## src/rtl/rxr_pkg.sv

```systemverilog
package rxr_pkg;

    typedef enum logic [2:0] {
        ST_IDLE,
        ST_FETCH,
        ST_CHECK,
        ST_DATA,
        ST_WR1,
        ST_WR0,
        ST_DROP
    } rxr_state_e;

    localparam int DESC_STRIDE = 8;
    localparam int OWN_BIT     = 0;
    localparam int WRAP_BIT    = 1;
    localparam int SOF_BIT     = 14;
    localparam int EOF_BIT     = 15;
    localparam int BCAST_BIT   = 31;
    localparam int LEN_FIELD_W = 12;

    typedef struct packed {
        logic                   bcast;
        logic                   eof;
        logic                   sof;
        logic [LEN_FIELD_W-1:0] len;
    } rxr_status_t;

    function automatic logic [31:0] pack_status(input rxr_status_t s);
        logic [31:0] w;
        w = '0;
        w[BCAST_BIT] = s.bcast;
        w[EOF_BIT]   = s.eof;
        w[SOF_BIT]   = s.sof;
        w[LEN_FIELD_W-1:0] = s.len;
        return w;
    endfunction

    function automatic logic [31:0] claim_word(input logic [31:0] w0);
        logic [31:0] w;
        w = w0;
        w[OWN_BIT] = 1'b1;
        return w;
    endfunction

    function automatic logic [3:0] lane_of(input logic [1:0] a);
        return 4'b0001 << a;
    endfunction

endpackage

```

## src/rtl/rxr_ring_ptr.sv

```systemverilog
module rxr_ring_ptr #(
    parameter int AW = 32
) (
    input  logic          clk,
    input  logic          rst,
    input  logic          rx_en,
    input  logic [AW-1:0] base,
    input  logic          advance,
    input  logic          wrap,
    output logic [AW-1:0] cur
);
    import rxr_pkg::*;

    localparam logic [AW-1:0] STEP = AW'(DESC_STRIDE);

    always_ff @(posedge clk) begin
        if (rst || !rx_en) begin
            cur <= base;
        end else if (advance) begin
            cur <= wrap ? base : cur + STEP;
        end
    end
endmodule

```

## src/rtl/rxr_frame_ctr.sv

```systemverilog
module rxr_frame_ctr #(
    parameter int OFF_W = 7,
    parameter int LEN_W = 12
) (
    input  logic             clk,
    input  logic             rst,
    input  logic             frame_clr,
    input  logic             buf_clr,
    input  logic             byte_acc,
    output logic [OFF_W-1:0] offset,
    output logic [LEN_W-1:0] length
);
    always_ff @(posedge clk) begin
        if (rst || buf_clr) begin
            offset <= '0;
        end else if (byte_acc) begin
            offset <= offset + 1'b1;
        end
    end

    always_ff @(posedge clk) begin
        if (rst || frame_clr) begin
            length <= '0;
        end else if (byte_acc) begin
            length <= length + 1'b1;
        end
    end
endmodule

```

## src/rtl/rxr_mem_port.sv

```systemverilog
module rxr_mem_port #(
    parameter int AW    = 32,
    parameter int OFF_W = 7
) (
    input  rxr_pkg::rxr_state_e st,
    input  logic [AW-1:0]       desc_addr,
    input  logic [AW-1:0]       buf_base,
    input  logic [OFF_W-1:0]    offset,
    input  logic                byte_go,
    input  logic [7:0]          byte_data,
    input  logic [31:0]         status_word,
    input  logic [31:0]         own_word,
    output logic                req,
    output logic                we,
    output logic [AW-1:0]       addr,
    output logic [3:0]          be,
    output logic [31:0]         wdata
);
    import rxr_pkg::*;

    logic [AW-1:0] byte_addr;
    assign byte_addr = buf_base + AW'(offset);

    always_comb begin
        req   = 1'b0;
        we    = 1'b0;
        addr  = '0;
        be    = 4'b0000;
        wdata = '0;
        case (st)
            ST_FETCH: begin
                req  = 1'b1;
                addr = desc_addr;
            end
            ST_DATA: begin
                if (byte_go) begin
                    req   = 1'b1;
                    we    = 1'b1;
                    addr  = byte_addr;
                    be    = lane_of(byte_addr[1:0]);
                    wdata = {4{byte_data}};
                end
            end
            ST_WR1: begin
                req   = 1'b1;
                we    = 1'b1;
                addr  = desc_addr + AW'(4);
                be    = 4'b1111;
                wdata = status_word;
            end
            ST_WR0: begin
                req   = 1'b1;
                we    = 1'b1;
                addr  = desc_addr;
                be    = 4'b1111;
                wdata = own_word;
            end
            default: ;
        endcase
    end
endmodule

```

## src/rtl/rxr_dma_writer.sv

```systemverilog
module rxr_dma_writer #(
    parameter int AW        = 32,
    parameter int BUF_BYTES = 128,
    parameter int LEN_W     = 12
) (
    input  logic          clk,
    input  logic          rst,
    input  logic          rx_en,
    input  logic [AW-1:0] ring_base,
    input  logic          in_valid,
    input  logic [7:0]    in_data,
    input  logic          in_last,
    input  logic          in_err,
    input  logic          in_bcast,
    output logic          in_ready,
    output logic          mem_req,
    output logic          mem_we,
    output logic [AW-1:0] mem_addr,
    output logic [3:0]    mem_be,
    output logic [31:0]   mem_wdata,
    input  logic [31:0]   mem_rdata,
    output logic          bna
);
    import rxr_pkg::*;

    localparam int OFF_W = $clog2(BUF_BYTES);
    localparam logic [OFF_W-1:0] OFF_LAST = OFF_W'(BUF_BYTES - 1);

    rxr_state_e st, st_nxt;
    logic [31:0]      desc_w0;
    logic             sof_pend;
    logic             eof_q;
    logic             bcast_q;
    logic [AW-1:0]    cur_desc;
    logic [OFF_W-1:0] offset;
    logic [LEN_W-1:0] length;
    logic             byte_acc;
    logic             frame_clr;
    logic             buf_clr;
    logic             advance;
    logic             found_busy;
    rxr_status_t      status;
    logic [AW-1:0]    buf_base;

    assign in_ready   = (st == ST_IDLE && !rx_en) ||
                        (rx_en && (st == ST_DATA || st == ST_DROP));
    assign byte_acc   = rx_en && st == ST_DATA && in_valid;
    assign frame_clr  = rx_en && st == ST_IDLE && in_valid;
    assign buf_clr    = st == ST_CHECK;
    assign advance    = st == ST_WR0;
    assign found_busy = mem_rdata[OWN_BIT];
    assign buf_base   = {desc_w0[AW-1:2], 2'b00};

    always_comb begin
        status.bcast = bcast_q && eof_q;
        status.eof   = eof_q;
        status.sof   = sof_pend;
        status.len   = eof_q ? LEN_FIELD_W'(length) : '0;
    end

    always_comb begin
        st_nxt = st;
        if (!rx_en) begin
            st_nxt = ST_IDLE;
        end else begin
            case (st)
                ST_IDLE:  if (in_valid) st_nxt = ST_FETCH;
                ST_FETCH: st_nxt = ST_CHECK;
                ST_CHECK: st_nxt = found_busy ? ST_DROP : ST_DATA;
                ST_DATA: begin
                    if (in_valid) begin
                        if (in_last)
                            st_nxt = in_err ? ST_IDLE : ST_WR1;
                        else if (offset == OFF_LAST)
                            st_nxt = ST_WR1;
                    end
                end
                ST_WR1:   st_nxt = ST_WR0;
                ST_WR0:   st_nxt = eof_q ? ST_IDLE : ST_FETCH;
                ST_DROP:  if (in_valid && in_last) st_nxt = ST_IDLE;
                default:  st_nxt = ST_IDLE;
            endcase
        end
    end

    always_ff @(posedge clk) begin
        if (rst) begin
            st       <= ST_IDLE;
            desc_w0  <= '0;
            sof_pend <= 1'b0;
            eof_q    <= 1'b0;
            bcast_q  <= 1'b0;
            bna      <= 1'b0;
        end else begin
            st  <= st_nxt;
            bna <= rx_en && st == ST_CHECK && found_busy;
            if (frame_clr) begin
                sof_pend <= 1'b1;
                bcast_q  <= in_bcast;
                eof_q    <= 1'b0;
            end
            if (rx_en && st == ST_CHECK && !found_busy)
                desc_w0 <= mem_rdata;
            if (byte_acc)
                eof_q <= in_last && !in_err;
            if (advance)
                sof_pend <= 1'b0;
        end
    end

    rxr_ring_ptr #(.AW(AW)) u_ptr (
        .clk     (clk),
        .rst     (rst),
        .rx_en   (rx_en),
        .base    (ring_base),
        .advance (advance),
        .wrap    (desc_w0[WRAP_BIT]),
        .cur     (cur_desc)
    );

    rxr_frame_ctr #(.OFF_W(OFF_W), .LEN_W(LEN_W)) u_ctr (
        .clk       (clk),
        .rst       (rst),
        .frame_clr (frame_clr),
        .buf_clr   (buf_clr),
        .byte_acc  (byte_acc),
        .offset    (offset),
        .length    (length)
    );

    rxr_mem_port #(.AW(AW), .OFF_W(OFF_W)) u_port (
        .st          (st),
        .desc_addr   (cur_desc),
        .buf_base    (buf_base),
        .offset      (offset),
        .byte_go     (byte_acc),
        .byte_data   (in_data),
        .status_word (pack_status(status)),
        .own_word    (claim_word(desc_w0)),
        .req         (mem_req),
        .we          (mem_we),
        .addr        (mem_addr),
        .be          (mem_be),
        .wdata       (mem_wdata)
    );
endmodule

```

## config.mk

```make
export PLATFORM = sky130hd
export DESIGN_NAME = rxr_dma_writer
export DESIGN_NICKNAME = d
export VERILOG_FILES = /design/src/rtl/rxr_pkg.sv /design/src/rtl/rxr_ring_ptr.sv /design/src/rtl/rxr_frame_ctr.sv /design/src/rtl/rxr_mem_port.sv /design/src/rtl/rxr_dma_writer.sv
export SDC_FILE = /design/constraint.sdc
export NUM_CORES = 1
export LEC_CHECK = 0
export ABC_CLOCK_PERIOD_IN_PS = 8100
export BUFFER_PORTS_ARGS = -buffer_cell sky130_fd_sc_hd__buf_2
export CORE_UTILIZATION = 59
export DETAILED_ROUTE_END_ITERATION = 7
export GPL_TIMING_DRIVEN = 1
export PLACE_DENSITY = 0.86
export SLEW_MARGIN = 10
export SYNTH_ARGS = -nofsm -noshare
export SYNTH_HDL_FRONTEND = slang
export SYNTH_SLANG_ARGS = --single-unit
```

## constraint.sdc

```tcl
create_clock -name clk -period 8.1 [get_ports clk]
set_input_delay 1.215 -clock clk [delete_from_list [all_inputs] [get_ports clk]]
set_output_delay 1.215 -clock clk [all_outputs]
set_load 0.02 [all_outputs]
```

==> key figures <==
Clocking
  • CTS tree: yes
  • H-tree Lvls: 3
  • Resize count post-CTS: 0
  • Clk_lat worst skew: 0.38 ns
  • Clock transition at path regs: 0.10 ns
  • Post-CTS Hold Buffers: 0
  • Root buffer cell: clkbuf_8
  • CTS buffer count: 9
  • CTS Buffer Depth: 2
  • Clock sink total: 89
  • Post-CTS Setup Inserts: 0

STA
  • Tcrit/Tclk final: 55.1%
  • Slew Viols, Final: 0
  • Final setup vio count: 0
  • Setup TNS: 0 ns
  • Max-slew headroom: 23.0%
  • Final WS setup: 3.63 ns
  • Tmin final: 4.47 ns
  • Worst-case clock skew: 0.0171 ns
  • RSZ-0062 raised after global routing: false
  • Worst hold slack: 0.508 ns
  • Final hold vios: 0
  • Fmax: 224 MHz
  • Worst-Margin Slew: 1.15 ns

Synthesis
  • Yosys cell types: 65
  • Number of flops mapped to enable cells by yosys: 32
  • Synth top area share: 17.7%
  • Synthesized area: 0.00646 sq mm
  • Synth area leader: dfxtp_1
  • Synth area leaders: dfxtp_1, edfxtp_1, nand2_1
  • Post-synth ARST share: 0%
  • Post-Synthesis Cells: 870
  • Top_reg_cell synth: dfxtp_1
  • Syn Area/Cell: 7.43 sq um
  • Warnings, synthesis: 0
  • Post-Syn Nets: 962
  • Register area share after synthesis: 32.5%
  • Yosys reg bits: 89

Drt
  • Vias per inst: 6.31
  • Final Routed Wirelength: 19.8 mm
  • DR vias: 7007
  • Residual DRC: 0
  • DRT antenna net count: 0
  • 1st-iter DRT viols: 745
  • Per-cell routed wire length: 17.9 um
  • Drt first pass iters: 5

Setup path
  • Worst endpoint required time: 6.88 ns
  • R2R cell count: 4
  • CP arrival: 3.25 ns
  • Critical Path End Type: primary output
  • Max FO, Critical Path: 32
  • CP startpoint kind: flop
  • Crit Path Class: flop to primary output

Power
  • Max VDD drop: 115 uV
  • Total power: 0.000963 W
  • Pwr dens: 130 mW/mm^2
  • Seq pwr share: 54.0%
  • Switch share: 30.9%
  • Int Power: 0.000665 W
  • Leakage power: 3.06 nW
  • Clock share of power: 32.6%
  • Psw: 0.000298 W
  • Combinational power share: 13.4%

Floorplan
  • Core Area: 0.0105 sq mm
  • # IOs: 151
  • Die H: 107 um
  • Starting Density: 61.8%
  • Die ar.: 0.0114 sq mm
  • Die width: 107 um
  • Row count: 37

Flow run
  • MaxCap Viol Count: 0

Global route
  • Gr usage total: 35.1%
  • Number of global-route vias before repair: 6205
  • First-pass GRT wire length: 31.4 mm
  • Total gr overflow: 0
  • Pin count of the biggest net entering global routing: 59
  • Initial antenna violation count: 0

Placed design
  • Place WS: 3.74 ns
  • Hpwl dp: 14.4 mm
  • Placer Congestion: 0.987
  • IO buf count: 150

Worst hold path
  • Worst Hold Class: flop to flop
  • Worst Hold Depth: 2

Layout
  • Area delta synth->final: 14.2%
  • Nets: 1061
  • Layout cells sized above 1: 19.6%
  • Most frequent cells in the layout: nand2_1, buf_2, a21oi_1
  • N_diodes: 0
  • Most common cell after layout, fill and taps aside: nand2_1

Status
  • Status: completed
[registers in the layout, indices dropped and copies added (netlist names)]
| name | flops |
|---|---|
| bcast_q | 1 |
| bna | 1 |
| desc_w0 | 31 |
| eof_q | 1 |
| sof_pend | 1 |
| st | 3 |
| u_ctr.length | 12 |
| u_ctr.offset | 7 |
| u_ptr.cur | 32 |
[cell families after synthesis]
group / share of synthesized area (%)
compound gates: 18.2
xor+xnor: 7.99
fa+ha+maj: 2.63
buf+inv: 4.82
flops: 32.5
mux: 2.07
simple gates: 31.7
[Yosys cell counts, types with 11 or more instances]
cell type and count:
o211ai_1 13, nor4_1 11, xor2_1 30, edfxtp_1 32, nor2_1 77, and4_1 14, nand4_1 31, dfxtp_1 57
ha_1 12, nand3_1 36, xnor2_1 29, and3_1 13, o21ai_0 31, a22oi_1 17, a21oi_1 86, nor3_1 20
clkbuf_1 52, nand2_1 178, o221ai_1 11
[final cells by class]
type / count / area [sq um]
fillers: 904 / 3080
repair buffers: 156 / 796
flip-flops and latches: 89 / 2100
clock buffers: 10 / 138
clock inverters: 6 / 56.3
multi-input cells: 703 / 4080
inverters: 10 / 37.5
well taps: 136 / 170
[final timing paths]
path / startpoint / to / slack, ns
min: sof_pend / sof_pend / 0.51
max: st[2] / mem_wdata[1] / 3.63
max reg2reg: st[2] / u_ptr.cur[0] / 5.00
min reg2reg: sof_pend / sof_pend / 0.51
[power groups by stage]
stage,clock network [W],logic (W),registers [W]
after floorplan,0,0.0000971,0.000507
after global placement,0,0.000124,0.000528
after detailed placement,0,0.000127,0.000528
after CTS,0.000317,0.000128,0.000518
after global routing,0.000334,0.000141,0.000524
final,0.000314,0.000129,0.000520
[worst max-delay path, stage by stage (launching register included)]
cell and delay [ns]:
dfxtp_1 0.73, nand2b_1 0.54, nor2_2 1.04, nand2_1 0.23, nand3_1 0.16, buf_2 0.17
[metal layers]
layer	vias up	share of wire (%)	track usage, %
met5	-	0	0
met4	0	3.1	15.6
met3	58	10	7.11
met2	429	46	55.3
met1	3203	41	46.5
li1	3317	-	-
[through the flow]
stage | util, % | std cells | instance area (sq um)
floorplan | - | 870 | 6460
global placement | 68.7 | 1094 | 7190
detailed placement | 68.7 | 1094 | 7190
CTS | 70.6 | 1110 | 7380
global route | 70.6 | 1110 | 7380
finish | 70.6 | 1110 | 7380
No activity file was read; power rests on OpenSTA's default activity.
